**config.mk**
```make
export PLATFORM = sky130hd
export DESIGN_NAME = conv_sequencer
export DESIGN_NICKNAME = d
export VERILOG_FILES = /design/src/rtl/convseq_pkg.sv /design/src/rtl/convseq_cfg_file.sv /design/src/rtl/convseq_result_file.sv /design/src/rtl/convseq_fsm.sv /design/src/rtl/conv_sequencer.sv
export SDC_FILE = /design/constraint.sdc
export NUM_CORES = 1
export LEC_CHECK = 0
export BUFFER_PORTS_ARGS = -buffer_cell sky130_fd_sc_hd__buf_4
export CORE_ASPECT_RATIO = 1.25
export CORE_MARGIN = 2
export CORE_UTILIZATION = 55
export CTS_CLUSTER_SIZE = 16
export DETAILED_ROUTE_END_ITERATION = 16
export HOLD_SLACK_MARGIN = 0.15
export PLACE_DENSITY_LB_ADDON = 0.1
export SYNTH_ARGS = -nofsm -noshare
export SYNTH_HDL_FRONTEND = slang
export SYNTH_SLANG_ARGS = --single-unit
```
**constraint.sdc**
```tcl
create_clock -name clk -period 3.25 [get_ports clk]
set_clock_uncertainty 0.2 [all_clocks]
set_input_delay 0.4875 -clock clk [delete_from_list [all_inputs] [get_ports clk]]
set_output_delay 0.4875 -clock clk [all_outputs]
set_load 0.02 [all_outputs]
```
**src/rtl/convseq_pkg.sv**
```systemverilog
// Package: shared state encoding for the conversion sequencer.
// Assumes: nothing beyond standard SystemVerilog.
package convseq_pkg;
    typedef enum logic [1:0] {
        ST_IDLE  = 2'd0,
        ST_LOAD  = 2'd1,
        ST_START = 2'd2,
        ST_WAIT  = 2'd3
    } seq_state_t;
endpackage

```
**src/rtl/convseq_cfg_file.sv**
```systemverilog
// Per-stage configuration register file with one write port and one
// asynchronous read port. Assumes writes to addresses >= STAGES are dropped.
module convseq_cfg_file #(
    parameter int STAGES = 12,
    parameter int CFG_W  = 20,
    localparam int SW    = $clog2(STAGES)
) (
    input  logic             clk,
    input  logic             rst_n,
    input  logic             we,
    input  logic [SW-1:0]    waddr,
    input  logic [CFG_W-1:0] wdata,
    input  logic [SW-1:0]    raddr,
    output logic [CFG_W-1:0] rdata
);
    logic [CFG_W-1:0] mem [STAGES];

    // Store a configuration word into the addressed entry.
    always_ff @(posedge clk) begin
        if (!rst_n) begin
            for (int i = 0; i < STAGES; i++) mem[i] <= '0;
        end else if (we && (int'(waddr) < STAGES)) begin
            mem[waddr] <= wdata;
        end
    end

    // Read the entry for the stage being loaded.
    always_comb rdata = (int'(raddr) < STAGES) ? mem[raddr] : '0;
endmodule

```
**src/rtl/convseq_result_file.sv**
```systemverilog
// Per-stage result storage: written on converter completion, read
// asynchronously. Assumes out-of-range read addresses return zero.
module convseq_result_file #(
    parameter int STAGES = 12,
    parameter int DATA_W = 16,
    localparam int SW    = $clog2(STAGES)
) (
    input  logic              clk,
    input  logic              rst_n,
    input  logic              we,
    input  logic [SW-1:0]     waddr,
    input  logic [DATA_W-1:0] wdata,
    input  logic [SW-1:0]     raddr,
    output logic [DATA_W-1:0] rdata
);
    logic [DATA_W-1:0] res [STAGES];

    // Capture a converter sample into the slot of the current stage.
    always_ff @(posedge clk) begin
        if (!rst_n) begin
            for (int i = 0; i < STAGES; i++) res[i] <= '0;
        end else if (we) begin
            res[waddr] <= wdata;
        end
    end

    // Present the requested slot.
    always_comb rdata = (int'(raddr) < STAGES) ? res[raddr] : '0;
endmodule

```
**src/rtl/convseq_fsm.sv**
```systemverilog
// Sequence controller: walks stages 0..last, handshakes with the
// converter, pulses completion and optionally restarts.
// Assumes STAGES <= 16 so the 4-bit last-stage field covers every stage.
module convseq_fsm
    import convseq_pkg::*;
#(
    parameter int STAGES = 12,
    localparam int SW    = $clog2(STAGES)
) (
    input  logic          clk,
    input  logic          rst_n,
    input  logic          seq_start,
    input  logic [3:0]    last_field,
    input  logic          cont_en,
    input  logic          conv_done,
    output logic [SW-1:0] stage,
    output logic [SW-1:0] last_q,
    output logic          load_en,
    output logic          conv_start,
    output logic          waiting,
    output logic          busy,
    output logic          res_we,
    output logic          seq_done
);
    localparam logic [3:0] LAST_MAX = 4'(STAGES - 1);

    seq_state_t state;

    function automatic logic [SW-1:0] clamp_last(input logic [3:0] f);
        return (f > LAST_MAX) ? SW'(LAST_MAX) : SW'(f);
    endfunction

    // Advance through load, start and wait for each stage.
    always_ff @(posedge clk) begin
        if (!rst_n) begin
            state    <= ST_IDLE;
            stage    <= '0;
            last_q   <= '0;
            seq_done <= 1'b0;
        end else begin
            seq_done <= 1'b0;
            unique case (state)
                ST_IDLE: if (seq_start) begin
                    stage  <= '0;
                    last_q <= clamp_last(last_field);
                    state  <= ST_LOAD;
                end
                ST_LOAD:  state <= ST_START;
                ST_START: state <= ST_WAIT;
                ST_WAIT: if (conv_done) begin
                    if (stage == last_q) begin
                        seq_done <= 1'b1;
                        stage    <= '0;
                        if (cont_en) begin
                            last_q <= clamp_last(last_field);
                            state  <= ST_LOAD;
                        end else begin
                            state  <= ST_IDLE;
                        end
                    end else begin
                        stage <= stage + SW'(1);
                        state <= ST_LOAD;
                    end
                end
                default: state <= ST_IDLE;
            endcase
        end
    end

    // Decode handshake and control strobes from the state.
    always_comb begin
        load_en    = (state == ST_LOAD);
        conv_start = (state == ST_START);
        waiting    = (state == ST_WAIT);
        busy       = (state != ST_IDLE);
        res_we     = waiting && conv_done;
    end
endmodule

```
**src/rtl/conv_sequencer.sv**
```systemverilog
// Top level: configuration file, controller, stage configuration latch
// and result file. Assumes the converter answers each start with one
// conv_done pulse and holds conv_data valid in that cycle.
module conv_sequencer #(
    parameter int STAGES = 12,
    parameter int MUX_W  = 8,
    parameter int OFS_W  = 6,
    parameter int DATA_W = 16,
    localparam int SW    = $clog2(STAGES),
    localparam int CFG_W = MUX_W + 2 * OFS_W
) (
    input  logic              clk,
    input  logic              rst_n,
    input  logic              seq_start,
    input  logic [3:0]        ctrl_last,
    input  logic              ctrl_cont,
    input  logic [STAGES-1:0] cal_en_mask,
    input  logic              cfg_wr_en,
    input  logic [SW-1:0]     cfg_wr_addr,
    input  logic [CFG_W-1:0]  cfg_wr_data,
    output logic              conv_start,
    input  logic              conv_done,
    input  logic [DATA_W-1:0] conv_data,
    output logic [SW-1:0]     conv_stage,
    output logic [MUX_W-1:0]  conv_mux,
    output logic [OFS_W-1:0]  conv_pos_ofs,
    output logic [OFS_W-1:0]  conv_neg_ofs,
    output logic              conv_cal,
    output logic              seq_done,
    input  logic [SW-1:0]     rd_addr,
    output logic [DATA_W-1:0] rd_data
);
    logic [SW-1:0]    stage, last_q;
    logic             load_en, waiting, busy, res_we;
    logic [CFG_W-1:0] cfg_rdata, cfg_q;
    logic             cal_q;

    convseq_cfg_file #(.STAGES(STAGES), .CFG_W(CFG_W)) u_cfg (
        .clk(clk), .rst_n(rst_n), .we(cfg_wr_en), .waddr(cfg_wr_addr),
        .wdata(cfg_wr_data), .raddr(stage), .rdata(cfg_rdata)
    );

    convseq_fsm #(.STAGES(STAGES)) u_fsm (
        .clk(clk), .rst_n(rst_n), .seq_start(seq_start),
        .last_field(ctrl_last), .cont_en(ctrl_cont), .conv_done(conv_done),
        .stage(stage), .last_q(last_q), .load_en(load_en),
        .conv_start(conv_start), .waiting(waiting), .busy(busy),
        .res_we(res_we), .seq_done(seq_done)
    );

    convseq_result_file #(.STAGES(STAGES), .DATA_W(DATA_W)) u_res (
        .clk(clk), .rst_n(rst_n), .we(res_we), .waddr(stage),
        .wdata(conv_data), .raddr(rd_addr), .rdata(rd_data)
    );

    // Latch the stage configuration and calibration bit before the start.
    always_ff @(posedge clk) begin
        if (!rst_n) begin
            cfg_q <= '0;
            cal_q <= 1'b0;
        end else if (load_en) begin
            cfg_q <= cfg_rdata;
            cal_q <= cal_en_mask[stage];
        end
    end

    // Split the held configuration onto the converter-facing outputs.
    always_comb begin
        conv_mux     = cfg_q[MUX_W-1:0];
        conv_pos_ofs = cfg_q[MUX_W +: OFS_W];
        conv_neg_ofs = cfg_q[MUX_W+OFS_W +: OFS_W];
        conv_cal     = cal_q;
        conv_stage   = stage;
    end
endmodule

```
==> results of run 1 <==
==> worst paths after layout <==
kind | from | end | cells past startpoint
max | u_res.res[1][11]$_SDFFCE_PN0P_ | rd_data[11] | 4
min | rst_n | u_cfg.mem[2][12]$_SDFFCE_PN0P_ | 2
max reg2reg | u_fsm.stage[0]$_SDFFE_PN0P_ | u_res.res[3][4]$_SDFFCE_PN0P_ | 6
min reg2reg | u_fsm.last_q[2]$_SDFFE_PN0P_ | u_fsm.last_q[2]$_SDFFE_PN0P_ | 2
==> per-stage QoR <==
| step | util (%) | setup slack [ns] | total power [mW] | area, um2 |
|---|---|---|---|---|
| finish | 64.9 | 0.310 | 16.0 | 28400 |
| detailed placement | 60.1 | 0.387 | 10.2 | 26300 |
| global placement | 60.1 | 0.431 | 10.1 | 26300 |
| floorplan | - | 0.149 | 9.46 | 24500 |
| CTS | 64.9 | 0.334 | 16.2 | 28400 |
| global route | 64.9 | 0.217 | 16.6 | 28400 |
==> routing by layer <==
metal | GRT usage [%] | part of all wire (%)
met1 | 30.9 | 37
met2 | 48.4 | 53
met3 | 4.71 | 5.4
met4 | 11.6 | 4.4
met5 | 0 | 0.024
==> sequential cells by signal, summed over array words and instances, names as in the netlist, named ones only <==
signal,flops
u_fsm.stage,4
u_cfg.mem,320
u_res.res,192
conv_cal,1
cfg_q,20
u_fsm.state,2
u_fsm.last_q,4
u_fsm.seq_done,1
==> logic make-up after synthesis <==
family	Yosys count	synth area share [%]
flip-flops	548	66.4
adder cells (fa/ha/maj)	9	0.465
AND/OR/NAND/NOR	557	13.7
multiplexers	190	12.7
buffers and inverters	156	2.71
other	1	0.0155
AO/OA/AOI/OAI	128	3.84
XOR/XNOR	4	0.145
==> placed cells by master, fill, tap and decap left out, drive strengths merged, types with 13 or more instances in the layout <==
master	instances
edfxtp	512
a2bb2oi	18
dfxtp	36
conb	80
o221ai	18
a22oi	19
inv	21
o211ai	20
o22ai	17
clkbuf	74
and2	434
dlygate4sd3	43
buf	195
o21ai	20
nand2	34
nor2	41
nand2b	13
mux2i	93
clkinv	19
mux4	94
==> layout make-up <==
| type | count | area [um2] | share of cell area, % |
|---|---|---|---|
| tap | 572 | 716 | 2.52 |
| inverter | 22 | 82.6 | 0.291 |
| sequential | 548 | 16100 | 56.7 |
| multi-input combinational | 968 | 7830 | 27.6 |
| clock buffer | 74 | 1480 | 5.20 |
| timing repair buffer | 238 | 2010 | 7.07 |
| clock inverter | 21 | 190 | 0.670 |
==> power breakdown <==
part / internal (mW) / switching (mW)
Sequential: 8.16 / 0.209
Combinational: 0.713 / 0.958
Clock: 3.40 / 2.61
==> cell usage after synthesis (all sizes together), types with 4 or more instances <==
cell     count  area, um2
a2bb2oi     18        158
clkbuf     100        375
and2       434       2720
o22ai       17        106
o21ai       20        100
nand4        5       31.3
inv         21       78.8
mux4        94       2120
xnor2        4       35.0
mux2i       93        931
nor3        10       50.1
nor2        41        154
nand2b      13       81.3
buf         34        198
dfxtp       36        721
a211oi       4       30.0
a22oi       19        143
o211ai      20        155
o221ai      18        158
edfxtp     512      15400
a21oi        7       35.0
nand2       34        128
ha           9        113
==> flow_summary.ini, run 1 <==
[status]
outcome = finished, final reports clean

[final_layout]
area_growth_pct = 17.2
antennaDiodeCount = 0
drive_gt1_share_pct = 20.7
n_fill_cell = 3144
fin_nets = 1906
finalNonFillerCells = 2443

[worst_setup_path]
critPathMaxFanout = 1
startpoint_type = flop
r2r_slack_ns = 0.81
critPathTopFamily = multiplexers
critPathBufInv = 1
critPathSlowestCell = mux4_2
critPathMaxStageDelay_ns = 0.46
critPathKind = reg -> out
critPathArrivalTime_ns = 2.25
endpoint_kind = output port
path_cells = mux4_2 -> mux2i_1 -> o22ai_1 -> buf_4
crit_required_ns = 2.56

[global_route]
grt_pass1_vias = 14574
antenna_found_initial = 1
grt_pass1_wl_mm = 88.7
grt_usage_pct = 26.7
overflow = 0
grt_start_max_net_pins = 35

[routing]
wl_per_cell_um = 24.2
firstDrtPassIters = 5
num_vias = 13890
vias_per_cell = 5.69
drc = 0
antenna_left = 0
drtIter0Drc = 1066
routed_wl_mm = 59.1

[sta]
tightest_slew_ns = 0.770
fin_setup_tns_ns = 0
setup_viol = 0
rsz0062_at_grt = no
min_period_ns = 2.94
hold_ws_ns = 0.190
hold_viol = 0
relSlewSlack_pct = 48.7
fmax_mhz = 340
fin_crit_sh_pct = 90.5
slew_violations = 0

[floorplan]
ios = 109
die-area_mm2 = 0.0458
rows = 86
die_h_um = 239
initial_utilization_pct = 55.3
fp.dieW_um = 192
core_mm2 = 0.0438

[cts]
htreeDepth = 2
cts-root-buf = clkbuf_16
cts_tree = yes
cts.sinks = 548
cts_made_buffers = 53
postCtsResizedCells = 0
path_clk_slew_ns = 0.06
clk_latency_ns = 0.61
ctsHoldBuffers = 43
cts_buffer_depth = 3
cts_setup_buffers = 0

[yosys]
synth_cell_type_count = 46
synth_warnings = 0
synth-async-reset-ratio_pct = 0
syn_area_per_cell_um2 = 15.2
synth_edf_count = 512
synthFlopType = edfxtp_1
synth_area_mm2 = 0.0242
synth-seq-cells = 548
seq_area_frac_synth_pct = 66.4
syn_inst = 1593

[min_path]
hold_class = in -> reg

[power_and_ir_drop]
p_per_area_mw_per_mm2 = 565
p_leak_nw = 10.3
peakVddDrop_uv = 498

[place]
dp_hpwl_mm = 38.7
dp.cells = 2305
port_buffers = 108
gp_congestion = 0.822

[flow_run]
cap_violations = 0
No activity file was read; power rests on OpenSTA's default activity.
==> run 2, diff against run 1 <==
- ABC_AREA: default -> 1
- PLACE_DENSITY: default -> 0.75
- PLACE_DENSITY_LB_ADDON: 0.1 -> default
==> run 2 against run 1 <==
  * First-iteration DRC count increased by 55%
  * Sequential cell count unchanged
  * Core utilization decreased by 1.4 points
  * Worst hold slack improved by 0.0078 ns
  * Worst setup slack improved by 0.28 ns
  * Via count increased by 36%
  * Non-clock buffer count decreased by 28
  * Critical path type is now in -> out
  * Critical endpoint is now rd_data[14]
  * Largest cell class unchanged
==> flow_summary.ini, run 2 <==
[status]
outcome = finished, final reports clean

[worst_setup_path]
critPathTopFamily = buffers and inverters
crit_required_ns = 2.56
cpMostUsedCell = buf_4
path_depth = 7
critPathKind = in -> out
critPathSlowestCell = buf_4
critPathBufInv = 3
endpoint_kind = output port
critPathMaxFanout = 64
path_cells = buf_4 -> buf_4 -> o21ai_0 -> o32ai_1 -> nand3_1 -> nand2_1 -> buf_4
r2r_cells = 6
critPathArrivalTime_ns = 1.97
critPathMaxStageDelay_ns = 0.44
startpoint_type = input pin

[sta]
setup_viol = 0
min_period_ns = 2.66
hold_viol = 0
relSlewSlack_pct = 35.9
fin_setup_tns_ns = 0
fmax_mhz = 376
rsz0062_at_grt = no
tightest_slew_ns = 0.961
slew_violations = 0
fin_crit_sh_pct = 81.8

[cts]
path_clk_slew_ns = 0.07
htreeDepth = 2
cts_setup_buffers = 0
cts_tree = yes
cts_made_buffers = 52
cts_buffer_depth = 3
ctsHoldBuffers = 30
cts.sinks = 548
postCtsResizedCells = 0
clk_latency_ns = 0.60
cts-root-buf = clkbuf_16

[yosys]
synth_warnings = 0
synth-compound-area-share_pct = 3.94
yosys.area_share.adder_pct = 0.448
synth-seq-cells = 548
synth_cell_type_count = 29
syn_area_per_cell_um2 = 9.39
yosys-top-cells-count = 600 x nor2_1, 549 x nand2_1, 512 x edfxtp_1
synth_edf_count = 512
synth_top_area_share_pct = 61.1
netlist_top_cells_area = edfxtp_1 61%, nor2_1 9.0%, nand2_1 8.2%
synth_mux_area_share_pct = 0
synth-simple-area-share_pct = 23.1
yosysMostFrequentCell = nor2_1
synthFlopType = edfxtp_1
synth_top_family_by_area = simple AND/OR/NAND/NOR gates
synth_xor_area_share_pct = 0.209
syn_inst = 2679
seq_area_frac_synth_pct = 64.0
synth_area_mm2 = 0.0252
synth_area_leader_cell = edfxtp_1
synth-async-reset-ratio_pct = 0

[final_layout]
layout_commonest_cell = nor2_1
area_growth_pct = 13.9
largest_register = u_cfg.mem
reg.largest.list = u_cfg.mem x320, u_res.res x192, cfg_q x20
regArea_mm2 = 0.0161
multi_input_area_mm2 = 0.00726
layout_common_cells = 600 x nor2_1, 549 x nand2_1, 512 x edfxtp_1
n_fill_cell = 3518
antennaDiodeCount = 0
largest_register_ffs = 320
drive_gt1_share_pct = 9.29
fin_nets = 2906

[floorplan]
core_mm2 = 0.0452
die-area_mm2 = 0.0475
rows = 87
ios = 109
die_h_um = 243
fp.dieW_um = 195
initial_utilization_pct = 55.7

[global_route]
overflow = 0
grt_usage_pct = 26.8
antenna_found_initial = 0
grt_pass1_wl_mm = 98.9
grt_pass1_vias = 18711
grt_start_max_net_pins = 161

[power_and_ir_drop]
combinationalPowerShare_pct = 12.6
p_per_area_mw_per_mm2 = 571
p_sw_share_pct = 25.5
peakVddDrop_uv = 494
seqPwrFrac_pct = 50.9
p_int_mw = 12.2
p_leak_nw = 12.5
total_power_mw = 16.4
switchingPower_mw = 4.17
p_clk_share_pct = 36.6

[routing]
firstDrtPassIters = 6
wl_per_cell_um = 18.3
vias_per_cell = 5.46
drtIter0Drc = 1656
num_vias = 18841
antenna_left = 0
routed_wl_mm = 63.2
drc = 0

[place]
port_buffers = 108
gp_congestion = 0.860
dp_hpwl_mm = 39.4

[min_path]
hold_depth = 5
hold_class = in -> reg

[flow_run]
cap_violations = 0
==> run 2: logic make-up (layout without fill, tap and decap cells) <==
group / after synthesis / count (layout)
and+or+nand+nor: 1441 / 1441
other: 1 / 80
AOI/OAI and AO/OA: 169 / 169
xor gates and xnor gates: 6 / 6
DFF: 548 / 548
buffers and inverters: 505 / 620
adders and majority gates: 9 / 9
==> run 2: final cells by class <==
cell class	instances	share of cell area (%)
flip-flops and latches	548	56.2
multi-input cells	1705	25.4
repair buffers	210	5.98
clock buffers	63	4.76
inverters	314	4.12
well taps	578	2.52
clock inverters	33	1.04
==> run 2: path summary, 6_finish.rpt <==
check | startpoint | endpoint | slack, ns
min | cal_en_mask[4] | conv_cal$_SDFFE_PN0N_ | 0.20
max | rd_addr[1] | rd_data[14] | 0.59
min reg2reg | cfg_q[16]$_SDFFE_PN0N_ | cfg_q[16]$_SDFFE_PN0N_ | 0.27
max reg2reg | u_fsm.stage[0]$_SDFFE_PN0P_ | u_res.res[10][0]$_SDFFCE_PN0P_ | 0.76
==> run 2: stage by stage <==
stage	util (%)	instances	worst slack [ns]	hold slack, ns	cell area, um2
after floorplan	-	2758	0.793	0.285	25500
after global placement	59.1	3325	0.726	0.259	26700
after detailed placement	59.1	3325	0.639	0.261	26700
after CTS	63.4	3451	0.617	0.162	28600
after global routing	63.4	3451	0.451	0.213	28600
final	63.4	3451	0.592	0.198	28600
==> run 2: worst min-delay path, stage by stage <==
cell and delay, ns:
buf_4 0.08, nor2_1 0.03, o22ai_1 0.11, a21oi_1 0.08, a21oi_1 0.16
==> run 2: metal layers <==
metal / track usage, % / up-vias / part of all wire, %
li1: - / 8880 / -
met1: 31.0 / 8943 / 37
met2: 48.7 / 817 / 52
met3: 3.32 / 201 / 6.5
met4: 13.7 / 0 / 4.8
met5: 0 / - / 0
==> run 2: power groups by stage <==
stage	logic (mW)	clock network [mW]	registers (mW)
3_3_place_gp	1.93	0	8.44
4_1_cts	2.04	6.06	8.32
2_1_floorplan	1.29	0	8.48
6_report	2.06	5.98	8.32
3_5_place_dp	1.99	0	8.46
5_1_grt	2.27	6.30	8.36
